### src/rtl/cec_tx_pkg.sv
package cec_tx_pkg;
  typedef enum logic [1:0] {
    ST_IDLE  = 2'd0,
    ST_SFT   = 2'd1,
    ST_START = 2'd2,
    ST_BIT   = 2'd3
  } tx_state_e;

  typedef struct packed {
    logic done;
    logic ack;
    logic err;
    logic arb;
  } tx_flags_t;
endpackage

### src/rtl/cec_rst_sync.sv
module cec_rst_sync (
  input  logic clk,
  input  logic rst_n,
  output logic rst_n_sync
);
  logic [1:0] sync_q;

  always_ff @(posedge clk or negedge rst_n) begin
    if (!rst_n) sync_q <= 2'b00;
    else        sync_q <= {sync_q[0], 1'b1};
  end

  assign rst_n_sync = sync_q[1];
endmodule

### src/rtl/cec_tick_gen.sv
module cec_tick_gen #(
  parameter int DIV_W = 16
) (
  input  logic             clk,
  input  logic             rst_n,
  input  logic [DIV_W-1:0] div,
  output logic             tick
);
  logic [DIV_W-1:0] cnt_q, cnt_d, lim;

  always_comb begin
    lim   = (div == '0) ? '0 : div - DIV_W'(1);
    tick  = (cnt_q >= lim);
    cnt_d = tick ? '0 : cnt_q + DIV_W'(1);
  end

  always_ff @(posedge clk or negedge rst_n) begin
    if (!rst_n) cnt_q <= '0;
    else        cnt_q <= cnt_d;
  end
endmodule

### src/rtl/cec_tx_buf.sv
module cec_tx_buf #(
  parameter int DEPTH = 16,
  parameter int DW    = 8,
  localparam int AW   = $clog2(DEPTH)
) (
  input  logic          clk,
  input  logic          rst_n,
  input  logic          we,
  input  logic [AW-1:0] waddr,
  input  logic [DW-1:0] wdata,
  input  logic [AW-1:0] raddr,
  output logic [DW-1:0] rdata
);
  logic [DW-1:0] mem_q [DEPTH];

  for (genvar i = 0; i < DEPTH; i++) begin : g_entry
    logic en;
    assign en = we && (waddr == AW'(i));
    always_ff @(posedge clk or negedge rst_n) begin
      if (!rst_n)  mem_q[i] <= '0;
      else if (en) mem_q[i] <= wdata;
    end
  end

  assign rdata = mem_q[raddr];
endmodule

### src/rtl/cec_tx_fsm.sv
module cec_tx_fsm
  import cec_tx_pkg::*;
#(
  parameter int DEPTH       = 16,
  parameter int DW          = 8,
  parameter int T_START_LOW = 37,
  parameter int T_START_PER = 45,
  parameter int T_ZERO_LOW  = 15,
  parameter int T_ONE_LOW   = 6,
  parameter int T_BIT_PER   = 24,
  parameter int T_SAMPLE    = 10,
  parameter int SFT_NEW     = 5,
  parameter int SFT_CONT    = 7,
  parameter int SFT_RETX    = 3,
  localparam int AW         = $clog2(DEPTH),
  localparam int CW         = $clog2(DEPTH + 1)
) (
  input  logic          clk,
  input  logic          rst_n,
  input  logic          tick,
  input  logic          start_req,
  input  logic [CW-1:0] cmd_count,
  input  logic          cmd_som,
  input  logic          cmd_eom,
  input  logic [1:0]    sft_mode,
  input  logic          stop_on_nack,
  input  logic          line_in,
  input  logic [DW-1:0] rd_data,
  output logic [AW-1:0] rd_addr,
  output logic          drive_low,
  output logic          busy,
  output tx_flags_t     flags
);
  localparam int TW      = $clog2(T_START_PER + 1);
  localparam int SFT_M1  = (SFT_CONT > SFT_NEW) ? SFT_CONT : SFT_NEW;
  localparam int SFT_MAX = ((SFT_M1 > SFT_RETX) ? SFT_M1 : SFT_RETX) * T_BIT_PER;
  localparam int SW      = $clog2(SFT_MAX + 1);
  localparam int N_BITS  = DW + 2;
  localparam int BPW     = $clog2(N_BITS);
  localparam int DBW     = $clog2(DW);

  tx_state_e     state_q, state_d;
  logic [TW-1:0] tcnt_q, tcnt_d;
  logic [SW-1:0] sft_q, sft_d, sft_target;
  logic [BPW-1:0] bitpos_q, bitpos_d;
  logic [AW-1:0] idx_q, idx_d;
  logic [CW-1:0] count_q, count_d;
  logic          som_q, som_d, eom_q, eom_d, stop_q, stop_d;
  logic [1:0]    mode_q, mode_d;
  logic          ack_all_q, ack_all_d;
  tx_flags_t     flags_q, flags_d;
  logic [1:0]    sync_q;
  logic          line_s;

  logic count_ok, is_data_bit, is_eom_bit, is_ack_bit, last_byte;
  logic in_header, bit_val, at_sample, at_bit_end;
  logic [TW-1:0] low_len;
  logic [DBW-1:0] data_sel;

  // two-stage synchronizer on the shared line
  always_ff @(posedge clk or negedge rst_n) begin
    if (!rst_n) sync_q <= 2'b11;
    else        sync_q <= {sync_q[0], line_in};
  end
  assign line_s = sync_q[1];

  always_comb begin
    count_ok    = (cmd_count != '0) && (cmd_count <= CW'(DEPTH));
    is_data_bit = (bitpos_q < BPW'(DW));
    is_eom_bit  = (bitpos_q == BPW'(DW));
    is_ack_bit  = (bitpos_q == BPW'(DW + 1));
    last_byte   = (CW'(idx_q) == count_q - CW'(1));
    in_header   = (idx_q == '0) && is_data_bit;
    data_sel    = DBW'(DW - 1) - bitpos_q[DBW-1:0];
    if (is_data_bit)     bit_val = rd_data[data_sel];
    else if (is_eom_bit) bit_val = eom_q && last_byte;
    else                 bit_val = 1'b1;
    low_len    = bit_val ? TW'(T_ONE_LOW) : TW'(T_ZERO_LOW);
    at_sample  = (tcnt_q == TW'(T_SAMPLE));
    at_bit_end = (tcnt_q == TW'(T_BIT_PER - 1));
    case (mode_q)
      2'd0:    sft_target = SW'(SFT_NEW * T_BIT_PER);
      2'd2:    sft_target = SW'(SFT_RETX * T_BIT_PER);
      default: sft_target = SW'(SFT_CONT * T_BIT_PER);
    endcase
  end

  // next-state logic
  always_comb begin
    state_d   = state_q;
    tcnt_d    = tcnt_q;
    sft_d     = sft_q;
    bitpos_d  = bitpos_q;
    idx_d     = idx_q;
    count_d   = count_q;
    som_d     = som_q;
    eom_d     = eom_q;
    stop_d    = stop_q;
    mode_d    = mode_q;
    ack_all_d = ack_all_q;
    flags_d   = flags_q;
    case (state_q)
      ST_IDLE: begin
        if (start_req) begin
          flags_d   = '0;
          count_d   = cmd_count;
          som_d     = cmd_som;
          eom_d     = cmd_eom;
          stop_d    = stop_on_nack;
          mode_d    = sft_mode;
          idx_d     = '0;
          bitpos_d  = '0;
          tcnt_d    = '0;
          sft_d     = '0;
          ack_all_d = 1'b1;
          if (count_ok) begin
            state_d = ST_SFT;
          end else begin
            flags_d.done = 1'b1;
            flags_d.err  = 1'b1;
          end
        end
      end
      ST_SFT: begin
        if (tick) begin
          if (!line_s) begin
            sft_d = '0;
          end else if (sft_q == sft_target - SW'(1)) begin
            sft_d    = '0;
            tcnt_d   = '0;
            bitpos_d = '0;
            idx_d    = '0;
            state_d  = som_q ? ST_START : ST_BIT;
          end else begin
            sft_d = sft_q + SW'(1);
          end
        end
      end
      ST_START: begin
        if (tick) begin
          if (tcnt_q == TW'(T_START_PER - 1)) begin
            tcnt_d  = '0;
            state_d = ST_BIT;
          end else begin
            tcnt_d = tcnt_q + TW'(1);
          end
        end
      end
      ST_BIT: begin
        if (tick) begin
          tcnt_d = tcnt_q + TW'(1);
          if (at_sample && in_header && bit_val && !line_s) begin
            state_d      = ST_IDLE;
            flags_d.done = 1'b1;
            flags_d.arb  = 1'b1;
            flags_d.ack  = 1'b0;
          end else if (at_sample && is_ack_bit && line_s) begin
            ack_all_d = 1'b0;
            if (stop_q) begin
              state_d      = ST_IDLE;
              flags_d.done = 1'b1;
              flags_d.ack  = 1'b0;
            end
          end else if (at_bit_end) begin
            tcnt_d = '0;
            if (is_ack_bit) begin
              if (last_byte) begin
                state_d      = ST_IDLE;
                flags_d.done = 1'b1;
                flags_d.ack  = ack_all_q;
              end else begin
                idx_d    = idx_q + AW'(1);
                bitpos_d = '0;
              end
            end else begin
              bitpos_d = bitpos_q + BPW'(1);
            end
          end
        end
      end
      default: state_d = ST_IDLE;
    endcase
  end

  // state registers
  always_ff @(posedge clk or negedge rst_n) begin
    if (!rst_n) begin
      state_q   <= ST_IDLE;
      tcnt_q    <= '0;
      sft_q     <= '0;
      bitpos_q  <= '0;
      idx_q     <= '0;
      count_q   <= '0;
      som_q     <= 1'b0;
      eom_q     <= 1'b0;
      stop_q    <= 1'b0;
      mode_q    <= 2'd0;
      ack_all_q <= 1'b0;
      flags_q   <= '0;
    end else begin
      state_q   <= state_d;
      tcnt_q    <= tcnt_d;
      sft_q     <= sft_d;
      bitpos_q  <= bitpos_d;
      idx_q     <= idx_d;
      count_q   <= count_d;
      som_q     <= som_d;
      eom_q     <= eom_d;
      stop_q    <= stop_d;
      mode_q    <= mode_d;
      ack_all_q <= ack_all_d;
      flags_q   <= flags_d;
    end
  end

  assign rd_addr   = idx_q;
  assign busy      = (state_q != ST_IDLE);
  assign flags     = flags_q;
  assign drive_low = ((state_q == ST_START) && (tcnt_q < TW'(T_START_LOW))) ||
                     ((state_q == ST_BIT)   && (tcnt_q < low_len));
endmodule

### src/rtl/cec_tx_engine.sv
module cec_tx_engine
  import cec_tx_pkg::*;
#(
  parameter int DEPTH = 16,
  parameter int DW    = 8,
  parameter int DIV_W = 16,
  localparam int AW   = $clog2(DEPTH),
  localparam int CW   = $clog2(DEPTH + 1)
) (
  input  logic          clk,
  input  logic          rst_n,
  input  logic [DIV_W-1:0] clk_div,
  input  logic          buf_we,
  input  logic [AW-1:0] buf_addr,
  input  logic [DW-1:0] buf_wdata,
  input  logic          ctl_we,
  input  logic [CW+2:0] ctl_wdata,
  input  logic [1:0]    sft_mode,
  input  logic          stop_on_nack,
  input  logic          cec_line_in,
  output logic          cec_drive_low,
  output logic          busy,
  output logic          tx_done,
  output logic          tx_ack,
  output logic          tx_err,
  output logic          tx_arb_lost
);
  localparam int F_START = CW;
  localparam int F_SOM   = CW + 1;
  localparam int F_EOM   = CW + 2;

  logic          rst_n_s, tick, start_req;
  logic [AW-1:0] rd_addr;
  logic [DW-1:0] rd_data;
  tx_flags_t     flags;

  assign start_req = ctl_we && ctl_wdata[F_START];

  cec_rst_sync u_rst (
    .clk        (clk),
    .rst_n      (rst_n),
    .rst_n_sync (rst_n_s)
  );

  cec_tick_gen #(.DIV_W(DIV_W)) u_tick (
    .clk   (clk),
    .rst_n (rst_n_s),
    .div   (clk_div),
    .tick  (tick)
  );

  cec_tx_buf #(.DEPTH(DEPTH), .DW(DW)) u_buf (
    .clk   (clk),
    .rst_n (rst_n_s),
    .we    (buf_we),
    .waddr (buf_addr),
    .wdata (buf_wdata),
    .raddr (rd_addr),
    .rdata (rd_data)
  );

  cec_tx_fsm #(.DEPTH(DEPTH), .DW(DW)) u_fsm (
    .clk          (clk),
    .rst_n        (rst_n_s),
    .tick         (tick),
    .start_req    (start_req),
    .cmd_count    (ctl_wdata[CW-1:0]),
    .cmd_som      (ctl_wdata[F_SOM]),
    .cmd_eom      (ctl_wdata[F_EOM]),
    .sft_mode     (sft_mode),
    .stop_on_nack (stop_on_nack),
    .line_in      (cec_line_in),
    .rd_data      (rd_data),
    .rd_addr      (rd_addr),
    .drive_low    (cec_drive_low),
    .busy         (busy),
    .flags        (flags)
  );

  assign tx_done     = flags.done;
  assign tx_ack      = flags.ack;
  assign tx_err      = flags.err;
  assign tx_arb_lost = flags.arb;
endmodule

### config.mk
export PLATFORM = sky130hd
export DESIGN_NAME = cec_tx_engine
export DESIGN_NICKNAME = d
export VERILOG_FILES = /design/src/rtl/cec_tx_pkg.sv /design/src/rtl/cec_rst_sync.sv /design/src/rtl/cec_tick_gen.sv /design/src/rtl/cec_tx_buf.sv /design/src/rtl/cec_tx_fsm.sv /design/src/rtl/cec_tx_engine.sv
export SDC_FILE = /design/constraint.sdc
export NUM_CORES = 1
export LEC_CHECK = 0
export BUFFER_PORTS_ARGS = -buffer_cell sky130_fd_sc_hd__buf_2
export CAP_MARGIN = 30
export CORE_ASPECT_RATIO = 0.7
export CORE_MARGIN = 2
export CORE_UTILIZATION = 50
export CTS_BUF_LIST = sky130_fd_sc_hd__clkbuf_4
export DETAILED_ROUTE_END_ITERATION = 8
export GPL_TIMING_DRIVEN = 1
export HOLD_SLACK_MARGIN = 0.08
export PLACE_DENSITY_LB_ADDON = 0.1
export SLEW_MARGIN = 5
export SYNTH_ARGS = -nofsm -noshare
export SYNTH_HDL_FRONTEND = slang
export SYNTH_SLANG_ARGS = --single-unit
### constraint.sdc
create_clock -name clk -period 5.6 [get_ports clk]
set_input_delay 1.12 -clock clk [delete_from_list [all_inputs] [get_ports clk]]
set_output_delay 1.12 -clock clk [all_outputs]
set_load 0.05 [all_outputs]
# Word level (Yosys, flattened, before mapping)
# Cells that the tools add are included.
dict set report totals {
  regBits 187
  word_cells 224
}
dict set report classes {
  n_eq_ne 46
  add_sub_neg 9
  n_bitwise 1
  reduce_logical 48
  magnitude_cmp 7
  mux 79
}
# operator n
set op_table {}
lappend op_table {{two-way mux 4 bit} 18}
lappend op_table {{two-way mux 6 bit} 10}
lappend op_table {{two-way mux 8 bit} 6}
lappend op_table {{two-way mux 2 bit} 21}
lappend op_table {{equality test 4 bit (second input constant)} 10}
lappend op_table {{binary-select mux 8 bit (select 4 bit)} 1}
lappend op_table {{two-way mux 16 bit} 2}
lappend op_table {{case mux 8 bit (2 select lines)} 2}
lappend op_table {{logical AND 1 bit} 27}
lappend op_table {{case mux 4 bit (3 select lines)} 2}
lappend op_table {{case mux 6 bit (4 select lines)} 1}
lappend op_table {{adder 16 x 1 -> 16 bit (second input constant)} 1}
lappend op_table {{equality test 4 x 3 -> 1 bit (second input constant)} 4}
lappend op_table {{greater-or-equal comparator 16 bit} 1}
lappend op_table {{logical NOT 16 bit} 1}
lappend op_table {{inequality test 2 x 1 -> 1 bit (second input constant)} 8}
lappend op_table {{subtractor 16 x 1 -> 16 bit (second input constant)} 1}
lappend op_table {{inequality test 2 bit (second input constant)} 7}
lappend op_table {{inequality test 4 x 1 -> 1 bit (second input constant)} 3}
lappend op_table {{AND reduction 12 bit} 1}
lappend op_table {{two-way mux 1 bit} 11}
lappend op_table {{AND reduction 11 bit} 1}
lappend op_table {{AND reduction 10 bit} 1}
lappend op_table {{adder 4 x 1 -> 4 bit (second input constant)} 2}
lappend op_table {{other kinds (40)} 48}

# Logic depth before layout (Yosys ltp)
dict set report depth {
  depth_word 12
  depth_mapped 16
}

# Hierarchy
# From an unflattened synthesis, not the netlist that was laid out.
dict set report unflattened {
  cells_unflattened 811
  area_unflattened_um2 10094.7
}
# module n_inst cells_per_inst area_per_inst_um2
set modules_own_cells {}
lappend modules_own_cells {cec_tx_buf 1 364 5903.2}
lappend modules_own_cells {cec_tx_fsm 1 264 2586.2}
lappend modules_own_cells {cec_tick_gen 1 179 1545.2}
lappend modules_own_cells {cec_rst_sync 1 3 53.8}
lappend modules_own_cells {cec_tx_engine 1 1 6.3}

# Worst setup path before layout
# No wires, ideal clock.
dict set report synth_path {
  path_kind {input to register}
  from {in clk_div[7]}
  to {reg u_fsm.idx_q[1], in the netlist u_fsm.rd_addr[1]}
  path_stages 15
  setup_slack_ps 791
  n_path_buf 2
  arrival_ps 4689
  setup_time_ps 120
  required_ps 5480
  cell_sequence {or4_1 > nor4_1 > nand3_1 > clkbuf_1 > nand2_1 > ha_1 > a21oi_1 > o21ai_0 > a211o_1 > a41oi_1 > o21a_1 > o21ai_1 > and3_1 > clkbuf_1 > a41o_1}
}
dict set report synth_between {
  elab_chain_cells 5
  elab_cells_between_ends 7
  cone_classes {1 x add/sub; 1 x order compare; 2 x eq/ne; 1 x mux; 2 x reduce/logical}
}
# item line_no
set synth_rtl {}
lappend synth_rtl {{start, declared} cec_tx_engine.sv:12} ;# input logic [DIV_W-1:0] clk_div,
lappend synth_rtl {{subtractor 16 x 1 -> 16 bit or logical NOT 16 bit (tied branches)} cec_tick_gen.sv:12} ;# lim = (div == '0) ? '0 : div - DIV_W'(1);
lappend synth_rtl {{two-way mux 16 bit *} cec_tick_gen.sv:12}
lappend synth_rtl {{greater-or-equal comparator 16 bit *} cec_tick_gen.sv:13} ;# tick = (cnt_q >= lim);
lappend synth_rtl {{inequality test 2 bit (no line)} n/a}
lappend synth_rtl {{AND reduction 11 bit (no line) *} n/a}
lappend synth_rtl {{end signal, assigned} cec_tx_fsm.sv:205} ;# idx_q <= idx_d;
lappend synth_rtl {{end, declared} cec_tx_fsm.sv:46} ;# logic [AW-1:0] idx_q, idx_d;
# Mark *: on every way between the ends. The rest lies on a longest branch, timed or not.
# A chain may end at the register's enable or synchronous reset.

# Final worst setup path
dict set report layout_path {
  from {reg u_fsm.idx_q[0], in the netlist u_fsm.rd_addr[0]}
  to {out cec_drive_low}
}
dict set report layout_between {
  elab_chain_cells 11
  elab_cells_between_ends 14
  cone_classes {1 x order compare; 1 x eq/ne; 8 x mux; 1 x bitwise; 3 x reduce/logical}
}
# item line_no
set layout_rtl {}
lappend layout_rtl {{inverter 4 -> 5 bit (implied by the code)} cec_tx_buf.sv:25} ;# assign rdata = mem_q[raddr];
lappend layout_rtl {{binary-select mux 8 bit (select 4 bit)} cec_tx_buf.sv:25}
lappend layout_rtl {{two-way mux 8 bit (implied by the code) (2 in series)} cec_tx_buf.sv:25}
lappend layout_rtl {{binary-select mux 1 bit (select 3 bit)} cec_tx_fsm.sv:75} ;# if (is_data_bit) bit_val = rd_data[data_sel];
lappend layout_rtl {{two-way mux 1 bit (implied by the code)} cec_tx_fsm.sv:75}
lappend layout_rtl {{two-way mux 1 bit *} cec_tx_fsm.sv:75}
lappend layout_rtl {{two-way mux 4 bit *} cec_tx_fsm.sv:78} ;# low_len = bit_val ? TW'(T_ONE_LOW) : TW'(T_ZERO_LOW);
lappend layout_rtl {{less-than comparator 6 bit *} cec_tx_fsm.sv:220} ;# ((state_q == ST_BIT) && (tcnt_q < low_len));
lappend layout_rtl {{logical AND 1 bit *} cec_tx_fsm.sv:220}
lappend layout_rtl {{logical OR 1 bit *} cec_tx_fsm.sv:219} ;# assign drive_low = ((state_q == ST_START) && (tcnt_q < TW'(T_START_LOW))) ||
lappend layout_rtl {{end, declared} cec_tx_engine.sv:21} ;# output logic cec_drive_low,
# Mark *: on every way between the ends. The rest lies on a longest branch, timed or not. The select of a mux whose other input is x is not followed.

==> flow_summary.yaml <==
job:
  drv_cap: 0
cells_and_area:
  drive_gt1_frac: 0.286
  nFillCells: 1696
  regArea_mm2: 0.00469
  fin_cells: 1170
  layout.nets: 965
  multi_input_area_mm2: 0.00507
  final_common_cell: "dfrtp_1"
  area_growth_pct: 8.47
  diodes: 0
  final_cell_mix: "dfrtp_1 (183), mux2_2 (143), nor2_1 (57)"
placement:
  dp_hpwl_mm: 16.1
  post-place-cells: 1137
  port-buffer-count: 49
  gp_congestion: 0.854
global_routing:
  grt_first_pass_wirelength_mm: 37.6
  grt_max_degree: 186
  gr-total-overflow: 0
  grt_pass1_vias: 6988
  antenna_found_initial: 0
  grtUsageTotal: 0.228
die:
  initial_core_util: 0.509
  die_h_um: 123
  ios: 50
  fp.dieW_um: 173
  fp.dieArea_mm2: 0.0213
  core_area_mm2: 0.0197
  num_rows: 43
clocking:
  cts.reportedPaths.clkPinSlew_ns: 0.16
  cts_buffers: 17
  cts-root-buf: "clkbuf_4"
  ctsResizeCount: 0
  cts.sink_count: 187
  htreeDepth: 4
  clk_latency_ns: 0.59
  cts_tree: "built"
  post_cts_buffers: 0
  holdBufCountCts: 0
  clk_path_buf_depth: 2
synthesis:
  syn_inst: 844
  yosys_warnings: 0
  ys_ff_latch: 187
  synth_top_flop_cell: "dfrtp_1"
  synthDistinctLibCells: 68
  synthesis.nets: 922
  async_flop_share: 1.00
  postSynthAreaPerCell_um2: 11.9
  synth_edf_count: 0
  synth_seq_area_share: 0.466
  mappedNetlistArea_mm2: 0.0100
timing:
  final.setup.tns_ns: 0
  max_freq_mhz: 192
  fin_skew_ns: 0.0230
  finalHoldViolCount: 0
  finalSetupViolCount: 0
  relSlewSlack: 0.338
  worstMarginPinSlew_ns: 0.993
  post-route-period-util: 0.928
  period_minus_slack_ns: 5.20
  rsz0062_at_grt: "no"
  drv_slew: 0
drt:
  drt_iter0_drc: 498
  drcViolationCount: 0
  postRouteAntennaNets: 0
  vias: 6931
  wl_met1_mm: 11.3
  routed_wirelength_mm: 23.1
  route.met2.wl_mm: 10.7
  wl_met3_mm: 1.02
  viasPerCell: 5.92
  dr.pass1.iters: 5
  wl_per_cell_um: 19.8
  highest_layer: "met4"
worst_hold_path:
  hold_path_class: "in -> async"
power_and_ir_drop:
  p_leak_uw: 0.00480
  peakVddDrop_mv: 0.206
  power_density_mw_per_mm2: 317
  total_power_uw: 3460
worst_setup_path:
  worstPathArrival_ns: 4.08
  crit_type: "reg -> out"
  crit_path_max_incr_delay_ns: 0.80
  r2r-start: "u_fsm.rd_addr[0]$_DFFE_PN0P_"
  cp_cell_sequence: "buf_12 -> buf_4 -> mux2_2 -> a221oi_1 -> a32oi_1 -> a22o_1 -> o2111ai_2 -> a21oi_2 -> ha_1 -> nor4b_1 -> a22o_1 -> buf_2"
  worstPathRequired_ns: 4.48
  crit_path_frequent_cell: "a22o_1"
  cp-startpoint: "u_fsm.rd_addr[0]$_DFFE_PN0P_"
  crit_fanout: 21
  slowest_stage: "dfrtp_2"
  startpoint_type: "flop"
  crit_path_end_kind: "primary output"
status:
  run_status: "finished, final reports clean"
[where the power goes]
group	internal [uW]	switching [uW]
Combinational	405	374
Clock	327	503
Sequential	1630	215
Total	2370	1090
[state kept, by name, indices dropped and copies added, names as in the netlist]
signal / count
u_fsm.eom_q: 1
u_rst.sync_q: 2
u_fsm.state_q: 2
u_fsm.tcnt_q: 6
u_fsm.som_q: 1
u_fsm.count_q: 5
u_fsm.sft_q: 8
u_fsm.mode_q: 2
u_fsm.flags: 4
u_fsm.bitpos_q: 4
u_fsm.rd_addr: 4
u_tick.cnt_q: 16
u_fsm.sync_q: 2
u_fsm.stop_q: 1
u_fsm.ack_all_q: 1
u_buf.mem_q: 128
[cell usage after synthesis, drive strengths merged (3+ instances only)]
master / count / area (um^2)
xor2: 20 / 175
xnor2: 13 / 114
and2: 4 / 25.0
nand3: 35 / 180
a22o: 4 / 35.0
nor4: 12 / 75.1
a21o: 3 / 22.5
and3: 9 / 56.3
nor2: 57 / 214
clkbuf: 29 / 109
nand4: 4 / 25.0
nand2b: 19 / 119
nor4b: 4 / 35.0
a31oi: 7 / 43.8
a21oi: 11 / 58.8
ha: 34 / 425
nor3: 8 / 40.0
o31ai: 10 / 75.1
buf: 9 / 90.1
o21a: 4 / 30.0
mux2: 144 / 1630
mux4: 24 / 589
a41oi: 8 / 70.1
inv: 24 / 90.1
o21ai: 30 / 154
o31a: 3 / 26.3
nand3b: 3 / 22.5
dfrtp: 185 / 4630
a2111oi: 3 / 26.3
mux2i: 16 / 160
a22oi: 11 / 82.6
nand2: 47 / 176
a41o: 7 / 70.1
nor2b: 11 / 68.8
[path summary, 6_finish.rpt]
kind	end	slack [ns]	cells after the start
hold reg to reg	u_fsm.sync_q[1]$_DFF_PN1_	0.37	0
setup / recovery	cec_drive_low	0.40	12
min in group clk	u_fsm.sync_q[1]$_DFF_PN1_	0.37	0
hold / removal	u_rst.sync_q[1]$_DFF_PN0_	0.27	1
max in group asynchronous	u_buf.mem_q[34]$_DFFE_PN0P_	4.33	1
setup reg to reg	u_fsm.state_q[1]$_DFFE_PN0P_	2.47	10
[cell type report]
cell class                 instances  share of cell area
clock buffer                      18              0.0124
clock inverter                    14              0.0170
inverter                          25             0.00861
multi-input combinational        594               0.465
sequential                       187               0.430
tap                              270              0.0310
timing repair buffer              62              0.0355
[cells by family after synthesis]
kind of cell,after synthesis,share of synthesized area
AO/OA/AOI/OAI,118,0.0848
adder cells (fa/ha/maj),34,0.0424
buffers and inverters,63,0.0292
AND/OR/NAND/NOR,224,0.112
flip-flops,187,0.466
other,1,0.000373
multiplexers,184,0.236
XOR/XNOR,33,0.0288
[through the flow]
step	setup slack, ns	utilization	hold slack (ns)	area (um^2)
3_5_place_dp	0.0606	0.535	0.347	10600
6_report	0.404	0.552	0.273	10900
4_1_cts	0.315	0.551	0.224	10900
5_1_grt	0.114	0.552	0.201	10900
3_3_place_gp	0.255	0.532	0.340	10500
2_1_floorplan	0.00683	-	0.331	10000
[per-layer routing]
metal  global-route usage  vias to the layer above
met3               0.0415                       15
met2                0.365                      167
met5                    0                        -
met4               0.0524                        0
li1                     -                     3213
met1                0.326                     3536
[critical path, delay by kind of cell (launching register included)]
kind            cells  cell delay, ns
compound gates      6            1.16
flops               1            0.80
buf+inv             3            0.75
mux                 1            0.34
simple gates        1            0.25
fa+ha+maj           1            0.20
(Power assumes the default switching activity.)
